--- src/rtl/pll_seq_pkg.sv ---
package pll_seq_pkg;
    localparam int WORD_W   = 32;
    localparam int FB_W     = 8;
    localparam int OD_W     = 3;
    localparam int FB_LSB   = 20;
    localparam int OD_LSB   = 16;
    localparam int LONG_BIT = 29;
    localparam int LOCK_BIT = 28;
    localparam int IBYP_BIT = 3;
    localparam int RST_BIT  = 2;
    localparam int XBYP_BIT = 1;
    localparam int EN_BIT   = 0;
    localparam logic [WORD_W-1:0] WR_MASK   = 32'h0FF7_1F7F;
    localparam logic [WORD_W-1:0] RESET_VAL = 32'h0000_0004;

    typedef enum logic [2:0] {
        OP_NONE       = 3'd0,
        OP_POWER_UP   = 3'd1,
        OP_POWER_DOWN = 3'd2,
        OP_ENABLE     = 3'd3,
        OP_DISABLE    = 3'd4,
        OP_RETUNE     = 3'd5
    } op_e;

    typedef enum logic [3:0] {
        S_IDLE,
        S_UP_LOCK,
        S_UP_LONG,
        S_RT_RST,
        S_RT_DIV,
        S_RT_REL,
        S_RT_LOCK,
        S_RT_LONG,
        S_RQ_DIV,
        S_RQ_FIN
    } seq_state_e;

    typedef struct packed {
        seq_state_e        state;
        logic [WORD_W-1:0] ctrl;
        logic [FB_W-1:0]   fb_pend;
        logic [OD_W-1:0]   od_pend;
        logic              done;
        logic              err;
        logic              tmo;
    } seq_regs_t;
endpackage

--- src/rtl/pll_flag_sync.sv ---
module pll_flag_sync #(
    parameter int W      = 2,
    parameter int STAGES = 2
) (
    input  logic         clk,
    input  logic         rst_n,
    input  logic [W-1:0] d_async,
    output logic [W-1:0] q
);
    logic [W-1:0] pipe_q [STAGES];

    always_ff @(posedge clk or negedge rst_n) begin
        if (!rst_n) begin
            for (int i = 0; i < STAGES; i++) pipe_q[i] <= '0;
        end else begin
            pipe_q[0] <= d_async;
            for (int i = 1; i < STAGES; i++) pipe_q[i] <= pipe_q[i-1];
        end
    end

    assign q = pipe_q[STAGES-1];
endmodule

--- src/rtl/pll_wait_timer.sv ---
module pll_wait_timer #(
    parameter int W = 16
) (
    input  logic         clk,
    input  logic         rst_n,
    input  logic         run,
    input  logic         restart,
    input  logic [W-1:0] limit,
    output logic         expired
);
    logic [W-1:0] cnt_d, cnt_q;

    always_comb begin
        cnt_d = cnt_q;
        if (!run || restart)  cnt_d = '0;
        else if (cnt_q != limit) cnt_d = cnt_q + 1'b1;
    end

    always_ff @(posedge clk or negedge rst_n) begin
        if (!rst_n) cnt_q <= '0;
        else        cnt_q <= cnt_d;
    end

    assign expired = run && !restart && (cnt_q == limit);
endmodule

--- src/rtl/pll_rate_calc.sv ---
module pll_rate_calc #(
    parameter int FBW = 8,
    parameter int ODW = 3
) (
    input  logic [FBW-1:0] fb_div,
    input  logic [ODW-1:0] od_div,
    input  logic           ext_bypass,
    output logic [FBW:0]   mult,
    output logic [ODW-1:0] shift
);
    always_comb begin
        if (ext_bypass) begin
            mult  = {{FBW{1'b0}}, 1'b1};
            shift = '0;
        end else begin
            mult  = {1'b0, fb_div} + 1'b1;
            shift = od_div;
        end
    end
endmodule

--- src/rtl/pll_seq_ctrl.sv ---
module pll_seq_ctrl
    import pll_seq_pkg::*;
#(
    parameter int TMO_W       = 16,
    parameter int SYNC_STAGES = 2
) (
    input  logic              clk,
    input  logic              rst_n,
    input  logic              cmd_valid,
    input  logic [2:0]        cmd_op,
    input  logic [FB_W-1:0]   cmd_fb_div,
    input  logic [OD_W-1:0]   cmd_out_div,
    input  logic [TMO_W-1:0]  tmo_limit,
    input  logic              bus_wr,
    input  logic [WORD_W-1:0] bus_wdata,
    output logic [WORD_W-1:0] bus_rdata,
    input  logic              lock_async,
    input  logic              long_lock_async,
    output logic [WORD_W-1:0] pll_ctrl,
    output logic              busy,
    output logic              done,
    output logic              err_pulse,
    output logic              timeout_flag,
    output logic [FB_W:0]     rate_mult,
    output logic [OD_W-1:0]   rate_shift
);
    seq_regs_t r_d, r_q;
    logic [1:0] flags_s;
    logic       lock_s, long_s;
    logic       wait_run, wait_adv, wait_expired;
    logic [FB_W-1:0] cur_fb;

    pll_flag_sync #(.W(2), .STAGES(SYNC_STAGES)) u_sync (
        .clk     (clk),
        .rst_n   (rst_n),
        .d_async ({long_lock_async, lock_async}),
        .q       (flags_s)
    );
    assign lock_s = flags_s[0];
    assign long_s = flags_s[1];

    pll_wait_timer #(.W(TMO_W)) u_timer (
        .clk     (clk),
        .rst_n   (rst_n),
        .run     (wait_run),
        .restart (wait_adv),
        .limit   (tmo_limit),
        .expired (wait_expired)
    );

    assign cur_fb = r_q.ctrl[FB_LSB +: FB_W];

    always_comb begin
        r_d      = r_q;
        r_d.done = 1'b0;
        r_d.err  = 1'b0;
        wait_run = 1'b0;
        wait_adv = 1'b0;

        if (r_q.state != S_IDLE && (cmd_valid || bus_wr)) r_d.err = 1'b1;

        unique case (r_q.state)
            S_IDLE: begin
                if (cmd_valid) begin
                    if (bus_wr) r_d.err = 1'b1;
                    unique case (op_e'(cmd_op))
                        OP_POWER_UP: begin
                            r_d.tmo           = 1'b0;
                            r_d.ctrl[RST_BIT] = 1'b0;
                            r_d.state         = S_UP_LOCK;
                        end
                        OP_POWER_DOWN: begin
                            r_d.tmo           = 1'b0;
                            r_d.ctrl[RST_BIT] = 1'b1;
                            r_d.done          = 1'b1;
                        end
                        OP_ENABLE: begin
                            r_d.tmo          = 1'b0;
                            r_d.ctrl[EN_BIT] = 1'b1;
                            r_d.done         = 1'b1;
                        end
                        OP_DISABLE: begin
                            r_d.tmo          = 1'b0;
                            r_d.ctrl[EN_BIT] = 1'b0;
                            r_d.done         = 1'b1;
                        end
                        OP_RETUNE: begin
                            r_d.tmo            = 1'b0;
                            r_d.fb_pend        = cmd_fb_div;
                            r_d.od_pend        = cmd_out_div;
                            r_d.ctrl[XBYP_BIT] = 1'b1;
                            r_d.state = (cmd_fb_div != cur_fb) ? S_RT_RST : S_RQ_DIV;
                        end
                        default: ;
                    endcase
                end else if (bus_wr) begin
                    r_d.ctrl = bus_wdata & WR_MASK;
                end
            end
            S_UP_LOCK, S_RT_LOCK: begin
                wait_run = 1'b1;
                if (lock_s) begin
                    wait_adv  = 1'b1;
                    r_d.state = (r_q.state == S_UP_LOCK) ? S_UP_LONG : S_RT_LONG;
                end else if (wait_expired) begin
                    r_d.ctrl[RST_BIT] = 1'b1;
                    r_d.tmo           = 1'b1;
                    r_d.state         = S_IDLE;
                end
            end
            S_UP_LONG, S_RT_LONG: begin
                wait_run = 1'b1;
                if (long_s) begin
                    wait_adv  = 1'b1;
                    r_d.done  = 1'b1;
                    r_d.state = S_IDLE;
                    if (r_q.state == S_RT_LONG) begin
                        r_d.ctrl[EN_BIT]   = 1'b1;
                        r_d.ctrl[XBYP_BIT] = 1'b0;
                    end
                end else if (wait_expired) begin
                    r_d.ctrl[RST_BIT] = 1'b1;
                    r_d.tmo           = 1'b1;
                    r_d.state         = S_IDLE;
                end
            end
            S_RT_RST: begin
                r_d.ctrl[RST_BIT] = 1'b1;
                r_d.state         = S_RT_DIV;
            end
            S_RT_DIV: begin
                r_d.ctrl[FB_LSB +: FB_W] = r_q.fb_pend;
                r_d.ctrl[OD_LSB +: OD_W] = r_q.od_pend;
                r_d.state                = S_RT_REL;
            end
            S_RT_REL: begin
                r_d.ctrl[RST_BIT] = 1'b0;
                r_d.state         = S_RT_LOCK;
            end
            S_RQ_DIV: begin
                r_d.ctrl[OD_LSB +: OD_W] = r_q.od_pend;
                r_d.state                = S_RQ_FIN;
            end
            S_RQ_FIN: begin
                r_d.ctrl[XBYP_BIT] = 1'b0;
                r_d.done           = 1'b1;
                r_d.state          = S_IDLE;
            end
            default: r_d.state = S_IDLE;
        endcase
    end

    always_ff @(posedge clk or negedge rst_n) begin
        if (!rst_n) begin
            r_q.state   <= S_IDLE;
            r_q.ctrl    <= RESET_VAL;
            r_q.fb_pend <= '0;
            r_q.od_pend <= '0;
            r_q.done    <= 1'b0;
            r_q.err     <= 1'b0;
            r_q.tmo     <= 1'b0;
        end else begin
            r_q <= r_d;
        end
    end

    pll_rate_calc #(.FBW(FB_W), .ODW(OD_W)) u_rate (
        .fb_div     (r_q.ctrl[FB_LSB +: FB_W]),
        .od_div     (r_q.ctrl[OD_LSB +: OD_W]),
        .ext_bypass (r_q.ctrl[XBYP_BIT]),
        .mult       (rate_mult),
        .shift      (rate_shift)
    );

    always_comb begin
        bus_rdata           = r_q.ctrl;
        bus_rdata[LOCK_BIT] = lock_s;
        bus_rdata[LONG_BIT] = long_s;
    end

    assign pll_ctrl     = r_q.ctrl;
    assign busy         = (r_q.state != S_IDLE);
    assign done         = r_q.done;
    assign err_pulse    = r_q.err;
    assign timeout_flag = r_q.tmo;
endmodule

--- config.mk ---
export PLATFORM = sky130hd
export DESIGN_NAME = pll_seq_ctrl
export DESIGN_NICKNAME = d
export VERILOG_FILES = /design/src/rtl/pll_seq_pkg.sv /design/src/rtl/pll_flag_sync.sv /design/src/rtl/pll_wait_timer.sv /design/src/rtl/pll_rate_calc.sv /design/src/rtl/pll_seq_ctrl.sv
export SDC_FILE = /design/constraint.sdc
export NUM_CORES = 1
export LEC_CHECK = 0
export BUFFER_PORTS_ARGS = -buffer_cell sky130_fd_sc_hd__buf_4
export CORE_ASPECT_RATIO = 0.7
export CORE_MARGIN = 3
export CORE_UTILIZATION = 54
export CTS_CLUSTER_SIZE = 12
export DETAILED_ROUTE_END_ITERATION = 8
export PLACE_DENSITY = 0.85
export SETUP_SLACK_MARGIN = 0.02
export SLEW_MARGIN = 20
export SYNTH_ARGS = -nofsm -noshare
export SYNTH_HDL_FRONTEND = slang
export SYNTH_SLANG_ARGS = --single-unit
export TNS_END_PERCENT = 5
--- constraint.sdc ---
create_clock -name clk -period 3.2 [get_ports clk]
set_clock_uncertainty 0.05 [all_clocks]
set_input_delay 0.16 -clock clk [delete_from_list [all_inputs] [get_ports clk]]
set_output_delay 0.16 -clock clk [all_outputs]
set_load 0.01 [all_outputs]
==> results.cfg, run 1 <==
[floorplan]
dieArea_mm2 = 0.00862
die-width_um = 110
fp.dieH_um = 78.6
initial_core_util_pct = 57.8
io_pins = 148
core.rowCount = 25
core_mm2 = 0.00704

[setup_path]
cp_max_fo = 21
critPathCaptureType = register
ff2ff_setup_slack_ps = 750
required_ps = 3420
reg2reg_depth = 6
arrival_ps = 2670
start_kind = register
crit_type = register to register

[grt]
grt_start_max_net_pins = 62
grt_usage_pct = 22.7
grt_pass1_wl_mm = 15.4
antenna_found_initial = 0
overflow = 0
first_global_vias = 3229

[timing]
fin_tns_setup_ps = 0
drv_slew = 0
worst_slew_pin_slew_ps = 767
holdWs_ps = 23.0
fin_ws_ps = 755
fmax_mhz = 409
rsz0062_at_grt = no
fin_crit_sh_pct = 76.4
min_period_ps = 2450
finalHoldViolCount = 0
finalSetupViolCount = 0
relSlewSlack_pct = 48.9

[placement]
dp_hpwl_mm = 6.93
place_congestion = 0.850
place_inst = 581
dp_slack_ps = 807
portBuffers = 122

[layout]
seq_area_mm2 = 0.00153
antenna_cells = 0
fill_cells = 520
multi_input_area_mm2 = 0.00197
drive_gt1_share_pct = 32.6
syn2layout_area_growth_pct = 21.0
final_nets = 582
stdcell_count = 609

[yosys]
synthTopCellsByArea = dfrtp_1, buf_4, mux2_2, xnor2_1, mux2i_1
ys.flop_type = dfrtp_1
yosysWarnings = 0
synth_top_area_cell = dfrtp_1
synth_area_mm2 = 0.00407
synth_edf_count = 0
ys_types = 55
seq_area_frac_synth_pct = 37.6
synth_seq_cells = 61
synth_cells = 432
yosys.area.top_type_share_pct = 36.9
synth.avg_cell_area_um2 = 9.41
synthArstFlopShare_pct = 100

[clock_tree]
cts_root_buffer = clkbuf_8
cts-buffers-inserted = 9
clock_latency_ps = 330
clk_path_buf_depth = 2
cts_tree = done
cts_num_sinks = 61
clk_pin_slew_worst_paths_ps = 70
h-tree-depth = 3

[drt]
num_vias = 3397
wl_per_cell_um = 15.6
drc = 0
wl_mm = 9.52
drt-vias-per-instance = 5.58
drt_first_pass_iters = 4
drt_iter0_markers = 194
detail-route-antenna-nets = 0

[hold_path]
hold_class = input pin to register
whs_path_depth = 2

[power_and_ir_drop]
cellPowerDensity_mw_per_mm2 = 758
power.ir.vdd_worst_mv = 0.544
total_power_uw = 3730
power_leakage_uw = 0.00229

[run]
drv_cap = 0

[status]
run_status = finished, final reports clean
[final cells by class]
cell class	count	share of cell area, %
sequential	61	31.0
clock inverter	1	0.102
inverter	6	0.458
multi-input combinational	292	40.0
tap	94	2.39
timing repair buffer	142	22.4
clock buffer	13	3.64
[routing by layer]
metal | vias to the layer above | GRT usage [%] | wire length [um] | part of all wire, %
met2 | 137 | 37.2 | 4590 | 48
met1 | 1636 | 29.5 | 4130 | 43
met4 | 0 | 6.72 | 121 | 1.3
met3 | 14 | 5.92 | 671 | 7.1
met5 | - | 0 | 0 | 0
li1 | 1610 | - | - | -
[cells by family after synthesis]
family	after synthesis	share of synthesized area, %
muxes	36	9.54
and+or+nand+nor	123	17.2
AOI/OAI and AO/OA	83	12.4
adders and majority gates	4	1.11
DFF	61	37.6
other	1	0.0922
xor gates and xnor gates	30	6.46
buffers and inverters	94	15.6
[cell usage after synthesis, types with 2 or more instances]
cell / n
buf_4: 66
dfrtp_1: 60
a21oi_1: 26
o21ai_0: 26
nand2_1: 23
mux2_2: 22
nor2_1: 22
xnor2_1: 18
mux2i_1: 14
nand3_1: 13
xor2_1: 12
clkbuf_1: 10
nor2b_1: 9
buf_2: 8
nand4_1: 8
o31ai_1: 8
or3_1: 8
or4_1: 8
nor4_1: 7
inv_1: 6
nand2b_1: 5
and4_1: 4
and2_1: 3
and3_1: 3
buf_6: 3
o211ai_1: 3
a221oi_1: 2
a311oi_1: 2
a41oi_1: 2
and2b_1: 2
ha_1: 2
maj3_1: 2
nor4_4: 2
o22ai_1: 2
[critical path, stage by stage (launching register included)]
cell,delay (ps)
dfrtp_1,760
and2b_1,310
a221oi_1,120
or2_0,350
buf_4,240
or4_1,470
nand2_1,80
[registers in the layout (all words and copies together), names as in the netlist]
signal and cells:
r_q 15, done 1, u_sync.pipe_q 2, u_sync.q 2
timeout_flag 1, u_timer.cnt_q 16, err_pulse 1, pll_ctrl 23
[power by group]
group,internal (uW),switching [uW]
Clock,356,281
Sequential,1010,302
Combinational,921,854
[layout by cell type, fill, tap and decap left out, types with 2 or more instances in the layout]
cell type      count
or4_1              8
or3_1              8
o22ai_1            2
o31ai_1            8
dfrtp_1           60
conb_1            16
o211ai_1           3
a311oi_1           2
and2b_1            2
mux2_2            22
nor2_1            22
and2_1             3
nand3_1           13
inv_1              6
a41oi_1            2
nor4_1             6
maj3_1             2
clkbuf_8          13
nor4_4             2
nor2b_1            9
dlygate4sd3_1     14
nand4_1            8
xor2_1            12
buf_4            128
xnor2_1           18
a21oi_1           26
mux2i_1           14
o21ai_0           26
nand2_1           23
nand2b_1           5
ha_1               2
and3_1             3
and4_1             4
a221oi_1           2
[final timing paths]
check                                  from                to
min in group asynchronous             rst_n       pll_ctrl[5]
hold reg to reg            u_sync.pipe_q[2]       u_sync.q[0]
setup reg to reg                    r_q[47]  u_timer.cnt_q[9]
setup / recovery                    r_q[47]  u_timer.cnt_q[9]
hold / removal                cmd_fb_div[2]            r_q[8]
max in group asynchronous             rst_n      pll_ctrl[20]
[what timing repair did]
| item | 4_1_cts | 5_1_grt |
|---|---|---|
| hold buffers | 14 | 0 |
| hold endpoints to repair | 73 | 0 |
| gates resized for setup | 0 | 0 |
| buffers inserted | 0 | 0 |
[through the flow]
stage / utilization, % / instance area [um^2]
final: 69.9 / 4920
after global routing: 69.9 / 4920
after CTS: 69.9 / 4920
after detailed placement: 65.3 / 4600
after global placement: 65.3 / 4600
after floorplan: - / 4120
(Power assumes the default switching activity.)
==> run 2: changes to the inputs <==
--- a/config.mk
+++ b/config.mk
@@ -5,13 +5,14 @@
 export SDC_FILE = /design/constraint.sdc
 export NUM_CORES = 1
 export LEC_CHECK = 0
+export ABC_AREA = 1
 export BUFFER_PORTS_ARGS = -buffer_cell sky130_fd_sc_hd__buf_4
 export CORE_ASPECT_RATIO = 0.7
 export CORE_MARGIN = 3
-export CORE_UTILIZATION = 54
+export CORE_UTILIZATION = 51
 export CTS_CLUSTER_SIZE = 12
 export DETAILED_ROUTE_END_ITERATION = 8
-export PLACE_DENSITY = 0.85
+export PLACE_DENSITY = 0.8
 export SETUP_SLACK_MARGIN = 0.02
 export SLEW_MARGIN = 20
 export SYNTH_ARGS = -nofsm -noshare
==> constraint.sdc (replaced) <==
create_clock -name clk -period 2.3 [get_ports clk]
set_clock_uncertainty 0.05 [all_clocks]
set_input_delay 0.115 -clock clk [delete_from_list [all_inputs] [get_ports clk]]
set_output_delay 0.115 -clock clk [all_outputs]
set_load 0.01 [all_outputs]
==> results.cfg, run 2 <==
[hold_path]
hp-start = cmd_fb_div[6]
whs_path_depth = 2
min_to = r_q[12]
hold_class = input pin to register

[grt]
overflow = 0
grt_use_met1_pct = 29.3
grt_busiest_layer = met2
grt_start_max_net_pins = 62
use_met3_pct = 6.77
grt_util_met2_pct = 37.4
first_global_vias = 3828
grt_usage_pct = 22.7
antenna_found_initial = 0
grt_pass1_wl_mm = 17.3

[yosys]
synth.most_common_cell = nand2_1
seq_area_frac_synth_pct = 35.6
synth.avg_cell_area_um2 = 7.19
yosys.area.top_type_share_pct = 35.0
synth_cells = 597
ys.flop_type = dfrtp_1
ys_types = 34
synth_seq_cells = 61
synthArstFlopShare_pct = 100
synth_edf_count = 0
yosysWarnings = 0
synth_top_area_cell = dfrtp_1
synthTopCellsByArea = dfrtp_1, nand2_1, buf_4, inv_1, nand3_1
synth_commonest_cells = nand2_1, buf_4, inv_1
synth_area_mm2 = 0.00429

[setup_path]
required_ps = 2130
r2r_start = r_q[48]
start_kind = register
critPathCaptureType = output port
ff2ff_setup_slack_ps = 430
arrival_ps = 1820
crit_type = register to output port
worstReg2RegEnd = r_q[46]
cp_max_fo = 6
reg2reg_depth = 12

[clock_tree]
cts_num_sinks = 61
clk_pin_slew_worst_paths_ps = 50
clock_latency_ps = 320
cts_tree = done
clk_path_buf_depth = 2
cts_setup_buffers = 0
cts_root_buffer = clkbuf_16
cts-buffers-inserted = 9
h-tree-depth = 3

[floorplan]
dieArea_mm2 = 0.00957
die-width_um = 116
initial_core_util_pct = 53.6
io_pins = 148
core_mm2 = 0.00801
core.rowCount = 27
fp.dieH_um = 82.8

[placement]
place_congestion = 0.859
portBuffers = 122
dp_slack_ps = 478
dp_hpwl_mm = 7.80

[layout]
syn2layout_area_growth_pct = 26.0
final_nets = 771
final_cell_mix = nand2_1, buf_4, inv_1
final_common_cell = nand2_1
drive_gt1_share_pct = 27.1
finish.utilization_pct = 67.5
antenna_cells = 0
largest_reg_flops = 23

[drt]
wl_mm = 10.7
detail-route-antenna-nets = 0
drt-vias-per-instance = 5.06
wl_per_cell_um = 13.2
drt_first_pass_iters = 5
drc = 0
num_vias = 4083
drt_iter0_markers = 307

[timing]
rsz0062_at_grt = no
holdWs_ps = 14.1
fin_crit_sh_pct = 86.4
relSlewSlack_pct = 48.2
min_period_ps = 1990
drv_slew = 0
fmax_mhz = 503
finalHoldViolCount = 0
fin_tns_setup_ps = 0
fin_ws_ps = 312
worst_slew_pin_slew_ps = 777
finalSetupViolCount = 0

[power_and_ir_drop]
cellPowerDensity_mw_per_mm2 = 1030
power.ir.vdd_worst_mv = 0.536
power_leakage_uw = 0.00284

[status]
run_status = finished, final reports clean

[run]
drv_cap = 0
## run 2: metal layers
metal	wire, um	vias up	share of wire [%]
met1	4680	1870	44
met5	0	-	0
met4	117	0	1.1
li1	-	2022	-
met3	841	16	7.9
met2	5030	175	47
## run 2: cell families (layout without fill, tap and decap cells)
family | count (synthesis) | after routing | share of synthesized area (%)
adders and majority gates | 2 | 2 | 0.583
buffers and inverters | 151 | 245 | 19.6
other | 1 | 16 | 0.0874
AOI/OAI and AO/OA | 56 | 56 | 7.64
xor gates and xnor gates | 10 | 10 | 2.04
DFF | 61 | 61 | 35.6
and+or+nand+nor | 307 | 307 | 31.5
muxes | 9 | 9 | 2.89
## run 2: layout make-up
cell class,count,area [um^2]
tap,101,126
multi-input combinational,400,1980
fill,670,2600
clock inverter,5,52.6
clock buffer,11,233
inverter,78,293
timing repair buffer,151,1200
sequential,61,1530
## run 2: timing repair
| action | CTS | global route |
|---|---|---|
| setup endpoints to repair | 0 | 1 |
| endpoints found under the hold margin | 84 | 0 |
| gates resized for setup | 0 | 1 |
| hold buffers | 25 | 0 |
## run 2: worst max path at each step
| stage | depth (start not counted) | startpoint | slack [ps] | to |
|---|---|---|---|---|
| floorplan | 6 | r_q[48] | 720 | r_q[13] |
| global placement | 12 | r_q[48] | 540 | r_q[48] |
| detailed placement | 12 | r_q[49] | 480 | r_q[46] |
| CTS | 8 | pll_ctrl[20] | 280 | rate_mult[8] |
| global route | 8 | pll_ctrl[21] | 60 | rate_mult[8] |
| finish | 8 | pll_ctrl[21] | 310 | rate_mult[8] |
## run 2: per-stage QoR
stage	std cells	total power [uW]	instance area, um^2
CTS	807	5560	5410
detailed placement	766	4220	4870
floorplan	612	3610	4350
global placement	766	4130	4870
finish	807	5550	5410
global route	807	6000	5410
## run 2: power breakdown
part           switching [uW]  internal [uW]
clock network             445            832
registers                 350           1410
logic                    1370           1150
total                    2160           3390
## run 2: critical path, stage by stage (launching register included)
cell	delay, ps
dfrtp_1	460
ha_1	230
nand2_1	60
nor2_1	120
inv_1	50
nor2_1	160
nand3_1	110
nor3_1	170
buf_4	150
==> run 3: changes to the inputs <==
--- a/config.mk
+++ b/config.mk
@@ -12,6 +12,7 @@
 export CORE_UTILIZATION = 51
 export CTS_CLUSTER_SIZE = 12
 export DETAILED_ROUTE_END_ITERATION = 8
+export MAX_ROUTING_LAYER = met4
 export PLACE_DENSITY = 0.8
 export SETUP_SLACK_MARGIN = 0.02
 export SLEW_MARGIN = 20
==> results.cfg, run 3 (synthesized netlist as in run 2, its figures left out) <==
[status]
run_status = finished, final reports clean

[floorplan]
core_mm2 = 0.00801
die-width_um = 116
io_pins = 148
core.rowCount = 27
fp.dieH_um = 82.8
dieArea_mm2 = 0.00957
initial_core_util_pct = 53.6

[setup_path]
reg2reg_depth = 12
required_ps = 2130
r2r_start = r_q[48]
cp_slowest_stage_delay_ps = 460
crit_chain = ha_1, nand2_1, nor2_1, inv_1, nor2_1, nand3_1, nor3_1, buf_4
worstReg2RegEnd = r_q[46]
ff2ff_setup_slack_ps = 440
crit_type = register to output port
start_kind = register
arrival_ps = 1820
crit_path_frequent_cell = nor2_1
critPathCaptureType = output port
slowest_stage = dfrtp_1
cp_max_fo = 6

[timing]
holdWs_ps = 11.9
fin_tns_setup_ps = 0
finalSetupViolCount = 0
rsz0062_at_grt = no
min_period_ps = 1990
worst_slew_pin_slew_ps = 781
drv_slew = 0
fin_crit_sh_pct = 86.5
fmax_mhz = 503
relSlewSlack_pct = 47.9
finalHoldViolCount = 0

[clock_tree]
clock_latency_ps = 320
clk_path_buf_depth = 2
cts_root_buffer = clkbuf_16
cts-buffers-inserted = 9
clk_pin_slew_worst_paths_ps = 50
cts_num_sinks = 61
h-tree-depth = 3
cts_tree = done

[drt]
detail-route-antenna-nets = 0
drt_first_pass_iters = 5
drt-vias-per-instance = 5.07
num_vias = 4090
drc = 0
wl_mm = 10.6
drt_iter0_markers = 297
wl_per_cell_um = 13.2

[placement]
portBuffers = 122
place_inst = 766
place_congestion = 0.873
dp_hpwl_mm = 7.80

[layout]
final_common_cell = nand2_1
fill_cells = 670
largest_reg_flops = 23
final_cell_mix = nand2_1, buf_4, inv_1
final_nets = 771
antenna_cells = 0
syn2layout_area_growth_pct = 26.0
stdcell_count = 807
drive_gt1_share_pct = 27.1

[hold_path]
hold_class = input pin to register
whs_path_depth = 2
hp-start = cmd_fb_div[6]
min_to = r_q[12]

[power_and_ir_drop]
cellPowerDensity_mw_per_mm2 = 1030
power_leakage_uw = 0.00284
power.ir.vdd_worst_mv = 0.535

[grt]
grt_start_max_net_pins = 62
grt_usage_pct = 23.3
grt_pass1_wl_mm = 17.3
overflow = 0
antenna_found_initial = 0
first_global_vias = 3832

[run]
drv_cap = 0
## run 3: report_power, final
group          internal, uW  total, uW  switching (uW)  leakage (uW)
Sequential             1410       1750             347      0.000784
Combinational          1150       2520            1370       0.00192
Clock                   832       1280             444      0.000139
Total                  3390       5550            2160       0.00284
## run 3: worst max-delay path by stage
stage	start	endpoint	depth (start not counted)	slack [ps]
after floorplan	r_q[48]	r_q[13]	6	720
after global placement	r_q[48]	r_q[48]	12	540
after detailed placement	r_q[49]	r_q[46]	12	480
after CTS	pll_ctrl[20]	rate_mult[8]	8	280
after global routing	pll_ctrl[21]	rate_mult[8]	8	60
final	pll_ctrl[21]	rate_mult[8]	8	310
## run 3: critical path: cells and delay by family (launching register included)
kind          cells  cell delay, ps
simple gates      5             620
flops             1             460
fa+ha+maj         1             230
buf+inv           2             210
## run 3: cell type report
class | count | area (um^2) | area share [%]
clock buffers | 11 | 233 | 4.30
clock inverters | 5 | 52.6 | 0.972
repair buffers | 151 | 1200 | 22.1
well taps | 101 | 126 | 2.34
inverters | 78 | 293 | 5.42
flip-flops and latches | 61 | 1530 | 28.3
multi-input cells | 400 | 1980 | 36.6
## run 3: stage by stage
stage / util, % / total power (uW) / area, um^2 / worst slack [ps]
6_report: 67.5 / 5550 / 5410 / 311
5_1_grt: 67.5 / 6000 / 5410 / 62.3
4_1_cts: 67.5 / 5560 / 5410 / 277
3_5_place_dp: 60.8 / 4220 / 4870 / 478
3_3_place_gp: 60.8 / 4130 / 4870 / 541
2_1_floorplan: - / 3610 / 4350 / 718
## run 3: routing by layer
layer  wire, um  vias up  global-route usage (%)
li1           -     2023                       -
met1       4600     1867                    29.4
met2       4980      179                    37.4
met3        904       21                    6.12
met4        125        0                    6.95
met5          0        -                       -
## run 3: timing repair
item	4_1_cts	5_1_grt
endpoints found under the setup margin	0	1
buffers inserted	0	0
endpoints found under the hold margin	84	0
resized for setup	0	1
hold buffers	25	0
